[src/rtl/pcnu_pkg.sv]
package pcnu_pkg;
  localparam int unsigned PC_W   = 16;
  localparam int unsigned BYTE_W = 8;
  localparam int unsigned ABS_W  = 11;
  localparam int unsigned LEN_W  = 2;
  localparam int unsigned KIND_W = 3;

  typedef enum logic [KIND_W-1:0] {
    KIND_SEQ  = 3'd0,
    KIND_REL  = 3'd1,
    KIND_ABS  = 3'd2,
    KIND_LONG = 3'd3,
    KIND_TBL  = 3'd4
  } kind_e;
endpackage

[src/rtl/pcnu_seq_add.sv]
module pcnu_seq_add #(
  parameter int unsigned ADDR_W = pcnu_pkg::PC_W,
  parameter int unsigned LEN_W  = pcnu_pkg::LEN_W
) (
  input  logic [ADDR_W-1:0] pc,
  input  logic [LEN_W-1:0]  len,
  output logic [ADDR_W-1:0] follow
);
  localparam int unsigned PAD_W = ADDR_W - LEN_W;

  // Address of the following instruction, wrapping in the code space.
  assign follow = pc + {{PAD_W{1'b0}}, len};
endmodule

[src/rtl/pcnu_branch_tgt.sv]
module pcnu_branch_tgt #(
  parameter int unsigned ADDR_W = pcnu_pkg::PC_W,
  parameter int unsigned BYTE_W = pcnu_pkg::BYTE_W,
  parameter int unsigned ABS_W  = pcnu_pkg::ABS_W,
  parameter int unsigned LEN_W  = pcnu_pkg::LEN_W
) (
  input  logic [ADDR_W-1:0]          follow,
  input  logic [BYTE_W-1:0]          opcode,
  input  logic [BYTE_W-1:0]          op1,
  input  logic [BYTE_W-1:0]          op2,
  input  logic [LEN_W-1:0]           len,
  input  logic                       taken,
  input  logic [pcnu_pkg::KIND_W-1:0] kind,
  output logic [ADDR_W-1:0]          next_pc
);
  import pcnu_pkg::*;

  localparam int unsigned OPC_W  = ABS_W - BYTE_W;
  localparam int unsigned KEEP_W = ADDR_W - ABS_W;
  localparam int unsigned EXT_W  = ADDR_W - BYTE_W;
  localparam logic [LEN_W-1:0] LEN_MAX = LEN_W'(3);

  logic [BYTE_W-1:0] rel_byte;
  logic [ADDR_W-1:0] rel_ext;
  logic [ADDR_W-1:0] rel_tgt;
  logic [ABS_W-1:0]  abs_field;
  logic [ADDR_W-1:0] abs_tgt;
  logic [ADDR_W-1:0] long_tgt;

  // Offset sits in the last byte of the instruction.
  assign rel_byte = (len == LEN_MAX) ? op2 : op1;
  assign rel_ext  = {{EXT_W{rel_byte[BYTE_W-1]}}, rel_byte};
  assign rel_tgt  = follow + rel_ext;

  assign abs_field = {opcode[BYTE_W-1 -: OPC_W], op1};

  generate
    if (KEEP_W > 0) begin : g_page_keep
      assign abs_tgt = {follow[ADDR_W-1 -: KEEP_W], abs_field};
    end else begin : g_page_full
      assign abs_tgt = abs_field[ADDR_W-1:0];
    end
  endgenerate

  assign long_tgt = ADDR_W'({op1, op2});

  always_comb begin
    unique case (kind)
      KIND_REL:  next_pc = taken ? rel_tgt : follow;
      KIND_ABS:  next_pc = abs_tgt;
      KIND_LONG: next_pc = long_tgt;
      default:   next_pc = follow;
    endcase
  end
endmodule

[src/rtl/pcnu_table_addr.sv]
module pcnu_table_addr #(
  parameter int unsigned ADDR_W = pcnu_pkg::PC_W,
  parameter int unsigned BYTE_W = pcnu_pkg::BYTE_W
) (
  input  logic [ADDR_W-1:0] follow,
  input  logic [ADDR_W-1:0] dptr,
  input  logic [BYTE_W-1:0] acc,
  input  logic              use_dptr,
  input  logic              enable,
  output logic [ADDR_W-1:0] code_addr,
  output logic              code_rd
);
  localparam int unsigned EXT_W = ADDR_W - BYTE_W;

  logic [ADDR_W-1:0] base;
  logic [ADDR_W-1:0] sum;

  assign base      = use_dptr ? dptr : follow;
  assign sum       = base + {{EXT_W{1'b0}}, acc};
  assign code_addr = enable ? sum : '0;
  assign code_rd   = enable;
endmodule

[src/rtl/pcnu_out_stage.sv]
module pcnu_out_stage #(
  parameter int unsigned DATA_W = 33
) (
  input  logic              clk,
  input  logic              rst_n,
  input  logic              up_valid,
  output logic              up_ready,
  input  logic [DATA_W-1:0] up_data,
  output logic              dn_valid,
  input  logic              dn_ready,
  output logic [DATA_W-1:0] dn_data
);
  logic full_q;
  logic [DATA_W-1:0] data_q;

  assign up_ready = !full_q || dn_ready;

  always_ff @(posedge clk) begin
    if (!rst_n) begin
      full_q <= 1'b0;
      data_q <= '0;
    end else if (up_ready) begin
      full_q <= up_valid;
      if (up_valid) data_q <= up_data;
    end
  end

  assign dn_valid = full_q;
  assign dn_data  = data_q;
endmodule

[src/rtl/pcnu_next_pc.sv]
module pcnu_next_pc #(
  parameter int unsigned ADDR_W = pcnu_pkg::PC_W,
  parameter int unsigned BYTE_W = pcnu_pkg::BYTE_W,
  parameter int unsigned ABS_W  = pcnu_pkg::ABS_W,
  parameter int unsigned LEN_W  = pcnu_pkg::LEN_W,
  parameter int unsigned KIND_W = pcnu_pkg::KIND_W
) (
  input  logic              clk,
  input  logic              rst_n,
  input  logic              in_valid,
  output logic              in_ready,
  input  logic [ADDR_W-1:0] in_pc,
  input  logic [LEN_W-1:0]  in_len,
  input  logic [BYTE_W-1:0] in_opcode,
  input  logic [BYTE_W-1:0] in_op1,
  input  logic [BYTE_W-1:0] in_op2,
  input  logic [BYTE_W-1:0] in_acc,
  input  logic [ADDR_W-1:0] in_dptr,
  input  logic              in_taken,
  input  logic [KIND_W-1:0] in_kind,
  input  logic              in_tbl_dptr,
  output logic              out_valid,
  input  logic              out_ready,
  output logic [ADDR_W-1:0] out_next_pc,
  output logic [ADDR_W-1:0] out_code_addr,
  output logic              out_code_rd
);
  import pcnu_pkg::*;

  localparam int unsigned RES_W = 2 * ADDR_W + 1;

  logic [ADDR_W-1:0] follow;
  logic [ADDR_W-1:0] nxt;
  logic [ADDR_W-1:0] caddr;
  logic              crd;
  logic              is_tbl;
  logic [RES_W-1:0]  res_d;
  logic [RES_W-1:0]  res_q;

  pcnu_seq_add #(.ADDR_W(ADDR_W), .LEN_W(LEN_W)) u_seq (
    .pc(in_pc), .len(in_len), .follow(follow)
  );

  pcnu_branch_tgt #(.ADDR_W(ADDR_W), .BYTE_W(BYTE_W), .ABS_W(ABS_W), .LEN_W(LEN_W)) u_tgt (
    .follow(follow), .opcode(in_opcode), .op1(in_op1), .op2(in_op2),
    .len(in_len), .taken(in_taken), .kind(in_kind), .next_pc(nxt)
  );

  assign is_tbl = (in_kind == KIND_TBL);

  pcnu_table_addr #(.ADDR_W(ADDR_W), .BYTE_W(BYTE_W)) u_tbl (
    .follow(follow), .dptr(in_dptr), .acc(in_acc), .use_dptr(in_tbl_dptr),
    .enable(is_tbl), .code_addr(caddr), .code_rd(crd)
  );

  assign res_d = {nxt, caddr, crd};

  pcnu_out_stage #(.DATA_W(RES_W)) u_out (
    .clk(clk), .rst_n(rst_n),
    .up_valid(in_valid), .up_ready(in_ready), .up_data(res_d),
    .dn_valid(out_valid), .dn_ready(out_ready), .dn_data(res_q)
  );

  assign out_next_pc   = res_q[RES_W-1 -: ADDR_W];
  assign out_code_addr = res_q[ADDR_W:1];
  assign out_code_rd   = res_q[0];
endmodule

[config.mk]
export PLATFORM = sky130hd
export DESIGN_NAME = pcnu_next_pc
export DESIGN_NICKNAME = d
export VERILOG_FILES = /design/src/rtl/pcnu_pkg.sv /design/src/rtl/pcnu_seq_add.sv /design/src/rtl/pcnu_branch_tgt.sv /design/src/rtl/pcnu_table_addr.sv /design/src/rtl/pcnu_out_stage.sv /design/src/rtl/pcnu_next_pc.sv
export SDC_FILE = /design/constraint.sdc
export NUM_CORES = 1
export LEC_CHECK = 0
export ABC_AREA = 1
export BUFFER_PORTS_ARGS = -buffer_cell sky130_fd_sc_hd__buf_4
export CORE_MARGIN = 4
export CORE_UTILIZATION = 48
export DETAILED_ROUTE_END_ITERATION = 8
export PLACE_DENSITY = 0.78
export REMOVE_ABC_BUFFERS = 1
export SLEW_MARGIN = 0
export SYNTH_ARGS = -nofsm -noshare
export SYNTH_HDL_FRONTEND = slang
export SYNTH_SLANG_ARGS = --single-unit
[constraint.sdc]
create_clock -name clk -period 3.1 [get_ports clk]
set_input_delay 0.62 -clock clk [delete_from_list [all_inputs] [get_ports clk]]
set_output_delay 0.62 -clock clk [all_outputs]
set_load 0.02 [all_outputs]
==> results of run 1 <==
[state kept, by name (all words and copies together) (netlist names)]
name / count
u_out.dn_valid: 1
u_out.dn_data: 33
[cell usage after synthesis (4+ instances only)]
cell / count / area share [%]
o21ai_1: 5 / 0.67
inv_1: 78 / 7.8
nand3_2: 4 / 1.1
nand4_1: 11 / 1.8
o21ai_0: 36 / 4.8
dfxtp_1: 34 / 18
a21oi_1: 64 / 8.6
clkbuf_1: 12 / 1.2
xnor2_1: 5 / 1.2
nor2_4: 4 / 1.2
inv_2: 4 / 0.40
nand2_1: 175 / 18
nor2_1: 42 / 4.2
nor3_1: 4 / 0.54
o221ai_1: 4 / 0.94
a21o_1: 4 / 0.80
ha_1: 24 / 8.0
nand3b_1: 4 / 0.80
xor2_1: 6 / 1.4
nand3_1: 40 / 5.4
o211ai_1: 6 / 1.2
nand2_2: 5 / 0.84
a221oi_1: 6 / 1.4
[power by group through the flow]
stage	logic, W	registers (W)	clock network [W]
floorplan	0.000403	0.000506	0
finish	0.000959	0.000472	0.000349
global placement	0.000795	0.000481	0
global route	0.00104	0.000474	0.000367
detailed placement	0.000818	0.000482	0
CTS	0.000846	0.000472	0.000350
[repair_timing]
| item | in CTS | in global routing |
|---|---|---|
| endpoints found under the setup margin | 15 | 19 |
| resized for setup | 22 | 61 |
| pin swaps | 19 | 40 |
| gates cloned | 0 | 0 |
| setup buffers | 3 | 7 |
[final timing paths]
check             slack (ns)               from  cells past startpoint                 to
setup / recovery       -0.07          in_len[1]                     21  u_out.dn_data[13]
hold reg to reg         0.47  u_out.dn_data[16]                      2  u_out.dn_data[16]
setup reg to reg        1.46     u_out.dn_valid                      8   u_out.dn_data[9]
hold / removal          0.47  u_out.dn_data[16]                      2  u_out.dn_data[16]
[kinds of logic after synthesis]
logic type	synth area share (%)
fa+ha+maj	9.658
flops	18.24
compound gates	22.50
xor+xnor	3.018
buf+inv	10.76
simple gates	35.82
[per-layer routing]
layer,vias to the layer above,wire [um]
met5,-,0
met4,0,534
met3,43,1167
met2,261,6968
met1,2218,5464
li1,2403,-
[critical path: stages]
cell,delay [ns]
buf_4,0.11
buf_4,0.16
ha_4,0.27
nand3_2,0.07
nand2_4,0.11
xor2_2,0.19
buf_4,0.15
nand2_1,0.06
nand2_1,0.08
ha_1,0.27
a21oi_1,0.19
and2_4,0.18
inv_1,0.05
a21oi_1,0.17
inv_1,0.12
nand3_2,0.12
nor2_1,0.06
inv_1,0.07
nor2_1,0.04
o21ai_1,0.13
a21oi_1,0.07
[layout make-up]
cell class,count,area [sq um]
Multi-Input combinational cell,480,2993
Fill cell,550,1719
Timing Repair Buffer,196,1486
Sequential cell,34,680.7
Inverter,82,310.3
Tap cell,99,123.9
Clock buffer,6,82.58
Clock inverter,2,12.51
[per-stage QoR]
step / instances / utilization, % / TNS (ns) / hold WS (ns)
after floorplan: 596 / - / -0.4703 / 0.5450
after global placement: 881 / 69.62 / -5.670 / 0.4521
after detailed placement: 881 / 69.62 / -8.203 / 0.4586
after CTS: 892 / 72.29 / -0.02223 / 0.4695
after global routing: 899 / 76.79 / -1.459 / 0.4907
final: 899 / 76.79 / -0.1210 / 0.4676
==> impl_metrics.py, run 1 <==
metrics = {
    "worst_setup_path": {
        "arrival_ns": 3.32,
        "crit_fanout": 6,
        "cp-start-kind": "primary input",
        "end_kind": "flop",
        "cp.required_ns": 3.26,
        "crit_type": "in2reg",
    },
    "synthesis": {
        "avgSynthCellArea_sq_um": 6.097,
        "synth-main-ff-cell": "dfxtp_1",
        "synth_edf_count": 0,
        "synthCells": 612,
        "seq_area_frac_synth_pct": 18.24,
        "ys_types": 46,
        "ys_seq_elements": 34,
        "ys_warn_count": 0,
        "synth_area_sq_um": 3731,
        "async_flop_share_pct": 0,
    },
    "power_and_ir_drop": {
        "powerDensity_nw_per_um2": 312.9,
        "p_sw_w": 0.0007005,
        "peakVddDrop_v": 0.0001752,
        "p_seq_share_pct": 26.5,
        "p_int_w": 0.001080,
        "p_clk_share_pct": 19.6,
        "p_leak_nw": 2.816,
        "pwr-share-comb_pct": 53.9,
        "p_total_w": 0.001780,
        "switching_share_pct": 39.35,
    },
    "sta": {
        "fmax_ghz": 0.3157,
        "rsz0062_at_grt": "yes",
        "post-route-period-util_pct": 102.2,
        "fin_ws_ns": -0.06767,
        "setup_violations": 3,
        "fin_crit_ns": 3.168,
        "tightest_slew_ns": 0.5555,
        "finClkSkew_ns": 0.002959,
        "maxSlewViolCount": 0,
        "finalHoldViolations": 0,
        "relSlewSlack_pct": 62.68,
    },
    "place": {
        "placed_area_sq_um": 5157,
        "hpwl_um": 10710,
        "place.gp.congestion": 0.9865,
        "place_ws_ns": -0.5852,
        "port_buffers": 104,
    },
    "drt": {
        "dr.pass1.iters": 5,
        "drc": 0,
        "vias": 4925,
        "wl_um": 14140,
        "wl_per_cell_um": 15.72,
        "drt_iter0_markers": 358,
        "drtAntennaViolNets": 0,
        "avgViaCountPerCell": 5.478,
    },
    "floorplan": {
        "rows": 31,
        "die_height_um": 96.17,
        "dieArea_sq_um": 9248,
        "ios": 110,
        "core_area_sq_um": 7408,
        "die_w_um": 96.17,
        "initial_core_util_pct": 50.36,
    },
    "global_route": {
        "grt_pass1_vias": 4453,
        "use_met3_pct": 3.206,
        "top_usage_layer": "met2",
        "met1_usage_pct": 32.85,
        "grt-ovfl-total": 0,
        "gr-usage-met2_pct": 50.83,
        "antenna_found_initial": 0,
        "grt_pass1_wl_um": 20290,
        "grt_max_degree": 29,
        "track_usage_pct": 27.80,
    },
    "cts": {
        "cts_tree": "built",
        "clock_path_buffers": 2,
        "ctsHoldBuffers": 0,
        "clkTransAtPathRegs_ns": 0.07,
        "tritoncts.num_buffers": 5,
        "cts.sinks": 34,
        "cts.htree.levels": 2,
        "root_buffer": "clkbuf_8",
        "worstSkewPairLatency_ns": 0.29,
    },
    "layout": {
        "postLayoutCellArea_sq_um": 5689,
        "final_nets": 901,
        "final_cell_mix": "193 x buf_4, 162 x nand2_1, 74 x inv_1, 60 x a21oi_1, 38 x nor2_1",
        "drive_gt1_share_pct": 36.63,
        "n_antenna_cell": 0,
        "final_common_cell": "buf_4",
        "area_growth_pct": 52.48,
    },
    "flow_run": {
        "cap_violations": 0,
    },
    "status": {
        "status": "complete, but fails checks",
        "violations": "setup timing",
    },
    "worst_hold_path": {
        "min_path_type": "reg2reg",
    },
}
Note: power is estimated with default switching activity, not from simulation.
==> inputs of run 2 (changes only) <==
Settings changed: CORE_ASPECT_RATIO set to 0.5.
==> run 2 against run 1 <==
The run still ends with setup timing left. First-iteration DRC count rose by 37%. Die area grew 0.92%. Critical path depth fell by 1. Via count is 2.9% higher. Global-route usage decreased by 0.33 points. Clock power is 90% higher. Combinational power increased by 11%. Critical path type unchanged. Critical endpoint is now u_out.dn_data[31]. Highest routed layer unchanged.
==> impl_metrics.py, run 2 (synthesized netlist as in run 1, its figures left out) <==
metrics = {
    "drt": {
        "wl_um": 14740,
        "avgViaCountPerCell": 5.581,
        "wl_per_cell_um": 16.23,
        "drt_iter0_markers": 492,
        "drc": 0,
        "dr.pass1.iters": 6,
        "vias": 5068,
        "drtAntennaViolNets": 0,
    },
    "sta": {
        "fin_ws_ns": -0.2042,
        "fin_crit_ns": 3.304,
        "finalHoldViolations": 0,
        "fmax_ghz": 0.3026,
        "finClkSkew_ns": 0.003806,
        "maxSlewViolCount": 0,
        "setup_violations": 9,
        "whs_ns": 0.4643,
        "tightest_slew_ns": 0.5606,
        "setup_tns_ns": -0.6518,
        "rsz0062_at_grt": "yes",
        "relSlewSlack_pct": 62.53,
        "post-route-period-util_pct": 106.6,
    },
    "floorplan": {
        "ios": 110,
        "rows": 22,
        "initial_core_util_pct": 50.20,
        "die_w_um": 132.7,
        "core_area_sq_um": 7432,
        "die_height_um": 70.34,
        "dieArea_sq_um": 9333,
    },
    "worst_setup_path": {
        "crit_fanout": 4,
        "cp.required_ns": 3.25,
        "arrival_ns": 3.45,
        "cp-start-kind": "primary input",
        "cp_slowest_stage_delay_ns": 0.40,
        "worst_path_max_delay_cell": "fa_2",
        "crit_chain": "buf_8 > ha_4 > inv_2 > fa_2 > nor2_4 > buf_4 > buf_12 > nand3_4 > nand2_4 > buf_4 > inv_1 > ha_1 > a21oi_1 > o21ai_0 > a21oi_2 > a21oi_1 > o21ai_1 > nand3b_1 > nand2_1 > a21oi_1",
        "crit_type": "in2reg",
        "crit_path_frequent_cell": "a21oi_1",
        "end_kind": "flop",
    },
    "status": {
        "violations": "setup timing",
        "status": "complete, but fails checks",
    },
    "cts": {
        "worstSkewPairLatency_ns": 0.28,
        "clock_path_buffers": 2,
        "root_buffer": "clkbuf_16",
        "clkTransAtPathRegs_ns": 0.06,
        "cts.htree.levels": 2,
        "cts_tree": "built",
        "cts.sinks": 34,
        "tritoncts.num_buffers": 5,
    },
    "global_route": {
        "grt_max_degree": 36,
        "grt-ovfl-total": 0,
        "grt_pass1_wl_um": 20910,
        "grt_pass1_vias": 4360,
        "track_usage_pct": 27.47,
        "antenna_found_initial": 0,
    },
    "layout": {
        "final_cell_mix": "203 x buf_4, 150 x nand2_1, 72 x inv_1, 58 x a21oi_1",
        "final_nets": 913,
        "final_common_cell": "buf_4",
        "area_growth_pct": 61.27,
        "n_antenna_cell": 0,
        "largest_reg_flops": 33,
        "drive_gt1_share_pct": 41.13,
    },
    "worst_hold_path": {
        "min_path_type": "reg2reg",
    },
    "power_and_ir_drop": {
        "powerDensity_nw_per_um2": 365.2,
        "peakVddDrop_v": 0.0002242,
        "p_total_w": 0.002197,
        "p_leak_nw": 2.968,
    },
    "place": {
        "port_buffers": 104,
        "hpwl_um": 10490,
        "place_ws_ns": -0.4773,
        "place.gp.congestion": 0.9467,
    },
    "flow_run": {
        "cap_violations": 0,
    },
}
run 2: cell types whose count changed in the layout (fill, tap and decap cells not counted), sizes merged:
cell,before,now
clkbuf,6,5
buf,196,208
clkinvlp,1,0
bufinv,0,2
run 2: through the flow:
stage / util (%) / cells / area, sq um
after floorplan: - / 596 / 3637
after global placement: 70.25 / 887 / 5221
after detailed placement: 70.25 / 887 / 5221
after CTS: 73.77 / 898 / 5483
after global routing: 80.96 / 908 / 6017
final: 80.96 / 908 / 6017
run 2: report_power, final:
part	total, W	internal (W)	switching, W
sequential	0.000472	0.000459	0.0000127
clock	0.000663	0.000462	0.000201
combinational	0.00106	0.000499	0.000564
total	0.00220	0.00142	0.000777
run 2: cell type report:
class / count / area (sq um)
well taps: 96 / 120.1
flip-flops and latches: 34 / 680.7
clock buffers: 5 / 125.1
fillers: 559 / 1415
multi-input cells: 480 / 3119
repair buffers: 208 / 1593
inverters: 82 / 310.3
clock inverters: 3 / 68.82
run 2: layer usage:
layer | routed length, um | share of wire (%) | up-vias | GRT usage (%)
met2 | 7174 | 49 | 289 | 47.43
met1 | 5948 | 40 | 2297 | 37.21
li1 | - | - | 2436 | -
met4 | 366 | 2.5 | 0 | 5.300
met5 | 0 | 0 | - | 0
met3 | 1248 | 8.5 | 46 | 3.237
run 2: path summary, 6_finish.rpt:
kind	start	to	slack [ns]	cells after the start
setup / recovery	in_len[0]	u_out.dn_data[31]	-0.20	20
hold / removal	u_out.dn_data[0]	u_out.dn_data[0]	0.46	2
setup reg to reg	u_out.dn_valid	u_out.dn_data[5]	1.30	7
hold reg to reg	u_out.dn_data[0]	u_out.dn_data[0]	0.46	2
run 2: worst max-delay path: cells and delay by family:
| kind | cells | cell delay [ns] |
|---|---|---|
| and+or+nand+nor | 5 | 0.64 |
| buffers and inverters | 6 | 0.52 |
| adders and majority gates | 3 | 0.73 |
| AOI/OAI and AO/OA | 6 | 0.93 |
run 2: repair_timing:
item                       CTS  global route
buffers inserted             3            10
resized for setup           14           109
cloned                       0             0
hold buffers                 0             0
setup endpoints to repair   18            21
pin swaps                    9            48
==> inputs of run 3 (changes only) <==
Settings changed: CORE_UTILIZATION 48 to 49, CTS_BUF_LIST set to sky130_fd_sc_hd__clkbuf_8, PLACE_DENSITY 0.78 to 0.79.
==> run 3 against run 2 <==
Die area down 1.9%. Power down 16%. The flow still finishes with violations (setup timing). Sequential share of layout area up 0.52 points. Register-to-register slack worse by 0.03 ns. Worst setup slack better by 0.12 ns. Non-clock buffer count down 10. Largest power group unchanged. Largest cell class unchanged. Sequential power about the same.
==> impl_metrics.py, run 3 (synthesized netlist as in run 1, its figures left out) <==
metrics = {
    "cts": {
        "worstSkewPairLatency_ns": 0.30,
        "root_buffer": "clkbuf_8",
        "cts.htree.levels": 2,
        "cts_tree": "built",
        "cts.sinks": 34,
        "ctsHoldBuffers": 0,
        "tritoncts.num_buffers": 5,
        "clkTransAtPathRegs_ns": 0.07,
        "clock_path_buffers": 2,
    },
    "worst_setup_path": {
        "r2r_cells": 7,
        "cp-start-kind": "primary input",
        "r2r_end": "u_out.dn_data[5]",
        "r2r_start": "u_out.dn_valid",
        "crit_chain": "buf_8 > ha_4 > inv_2 > fa_2 > nor2_4 > buf_4 > buf_4 > nand3_1 > nand2_2 > inv_1 > ha_4 > buf_4 > nand2_1 > buf_4 > nor2_1 > nand2_1 > nand3_1 > nand2_1 > o21ai_2 > nand2_1 > o21ai_1 > inv_1",
        "rrSetupSlack_ns": 1.27,
        "end_kind": "flop",
        "worst-path-buf-inv": 8,
        "arrival_ns": 3.39,
        "cp_slowest_stage_delay_ns": 0.40,
        "cp.required_ns": 3.30,
        "crit_family": "simple AND/OR/NAND/NOR gates",
        "crit_type": "in2reg",
        "crit_fanout": 3,
        "worst_path_max_delay_cell": "fa_2",
        "timing.critical_path.from": "in_len[0]",
    },
    "sta": {
        "post-route-period-util_pct": 102.7,
        "tightest_slew_ns": 0.5244,
        "fmax_ghz": 0.3140,
        "maxSlewViolCount": 0,
        "rsz0062_at_grt": "yes",
        "fin_crit_ns": 3.185,
        "finClkSkew_ns": 0.007542,
        "setup_violations": 9,
        "whs_ns": 0.4663,
        "fin_ws_ns": -0.08482,
        "finalHoldViolations": 0,
        "relSlewSlack_pct": 64.99,
    },
    "layout": {
        "area_growth_pct": 54.23,
        "largest_reg_flops": 33,
        "final_common_cell": "buf_4",
        "fin_util_pct": 78.29,
        "final_nets": 903,
        "final_cell_mix": "193 x buf_4, 157 x nand2_1, 73 x inv_1, 58 x a21oi_1, 41 x nor2_1",
        "drive_gt1_share_pct": 37.95,
        "fillers": 548,
        "n_antenna_cell": 0,
        "postLayoutCellArea_sq_um": 5754,
    },
    "place": {
        "port_buffers": 104,
        "place.gp.congestion": 0.9513,
        "placed_area_sq_um": 5139,
        "hpwl_um": 10250,
    },
    "power_and_ir_drop": {
        "p_leak_nw": 2.843,
        "powerDensity_nw_per_um2": 319.6,
        "peakVddDrop_v": 0.0001535,
    },
    "floorplan": {
        "ios": 110,
        "dieArea_sq_um": 9160,
        "rows": 22,
        "die_height_um": 69.71,
        "initial_core_util_pct": 50.77,
        "die_w_um": 131.4,
        "core_area_sq_um": 7350,
    },
    "global_route": {
        "grt_pass1_vias": 4501,
        "grt_pass1_wl_um": 20760,
        "antenna_found_initial": 0,
        "grt-ovfl-total": 0,
        "grt_max_degree": 34,
        "track_usage_pct": 27.34,
    },
    "drt": {
        "drt_iter0_markers": 731,
        "wl_per_cell_um": 16.74,
        "vias": 5137,
        "wl_um": 15010,
        "dr.pass1.iters": 6,
        "drc": 0,
        "avgViaCountPerCell": 5.727,
        "drtAntennaViolNets": 0,
    },
    "worst_hold_path": {
        "whs_path_depth": 2,
        "min_path_type": "reg2reg",
        "hold-path-endpoint": "u_out.dn_data[16]",
        "hp-start": "u_out.dn_data[16]",
    },
    "status": {
        "status": "complete, but fails checks",
        "violations": "setup timing",
    },
    "flow_run": {
        "cap_violations": 0,
    },
}
-- run 3: worst max path at each step --
stage	to	slack, ns	depth (start not counted)
5_1_grt	u_out.dn_data[29]	-0.22	22
4_1_cts	u_out.dn_data[32]	-0.02	21
3_5_place_dp	u_out.dn_data[32]	-0.48	20
2_1_floorplan	u_out.dn_data[32]	-0.22	19
3_3_place_gp	u_out.dn_data[32]	-0.37	20
6_report	u_out.dn_data[29]	-0.08	22
-- run 3: final cells by class --
type                       instances  area (sq um)  area share (%)
timing repair buffer             198          1509           26.22
tap                               96         120.1           2.087
clock buffer                       5         68.82           1.196
clock inverter                     2         10.01          0.1740
multi-input combinational        480          3055           53.10
inverter                          82         310.3           5.392
sequential                        34         680.7           11.83
-- run 3: power by group --
| group | switching [W] | internal [W] | leakage [nW] | total, W |
|---|---|---|---|---|
| registers | 0.0000130 | 0.000459 | 0.278 | 0.000472 |
| clock network | 0.000175 | 0.000151 | 0.0438 | 0.000326 |
| logic | 0.000559 | 0.000481 | 2.52 | 0.00104 |
| total | 0.000748 | 0.00109 | 2.84 | 0.00184 |
-- run 3: through the flow --
stage / power [W] / instances / setup TNS [ns] / worst slack, ns
2_1_floorplan: 0.0009090 / 596 / -0.4703 / -0.2151
3_3_place_gp: 0.001282 / 876 / -6.086 / -0.3676
3_5_place_dp: 0.001298 / 876 / -8.108 / -0.4770
4_1_cts: 0.001648 / 889 / -0.04166 / -0.02442
5_1_grt: 0.001935 / 897 / -2.424 / -0.2209
6_report: 0.001839 / 897 / -0.4025 / -0.08482
-- run 3: metal layers --
| layer | vias to the layer above | share of wire, % | wire (um) | global-route usage, % |
|---|---|---|---|---|
| met3 | 91 | 9.8 | 1471 | 5.725 |
| met5 | - | 0 | 0 | 0 |
| li1 | 2409 | - | - | - |
| met4 | 0 | 5.2 | 782 | 9.546 |
| met2 | 346 | 47 | 7044 | 46.43 |
| met1 | 2291 | 38 | 5716 | 34.59 |
-- run 3: worst reg2reg max path: stages, from the launching register on --
cell and delay (ns):
dfxtp_1 0.31, nand2_1 0.10, nand2_1 0.17, nor2_1 0.42
inv_1 0.32, nor2_1 0.18, o21ai_0 0.12, a21oi_1 0.15
-- run 3: timing repair --
item	CTS	global route
pin swaps	9	44
cloned	0	0
setup buffers	6	9
gates resized for setup	14	81
endpoints found under the setup margin	16	23
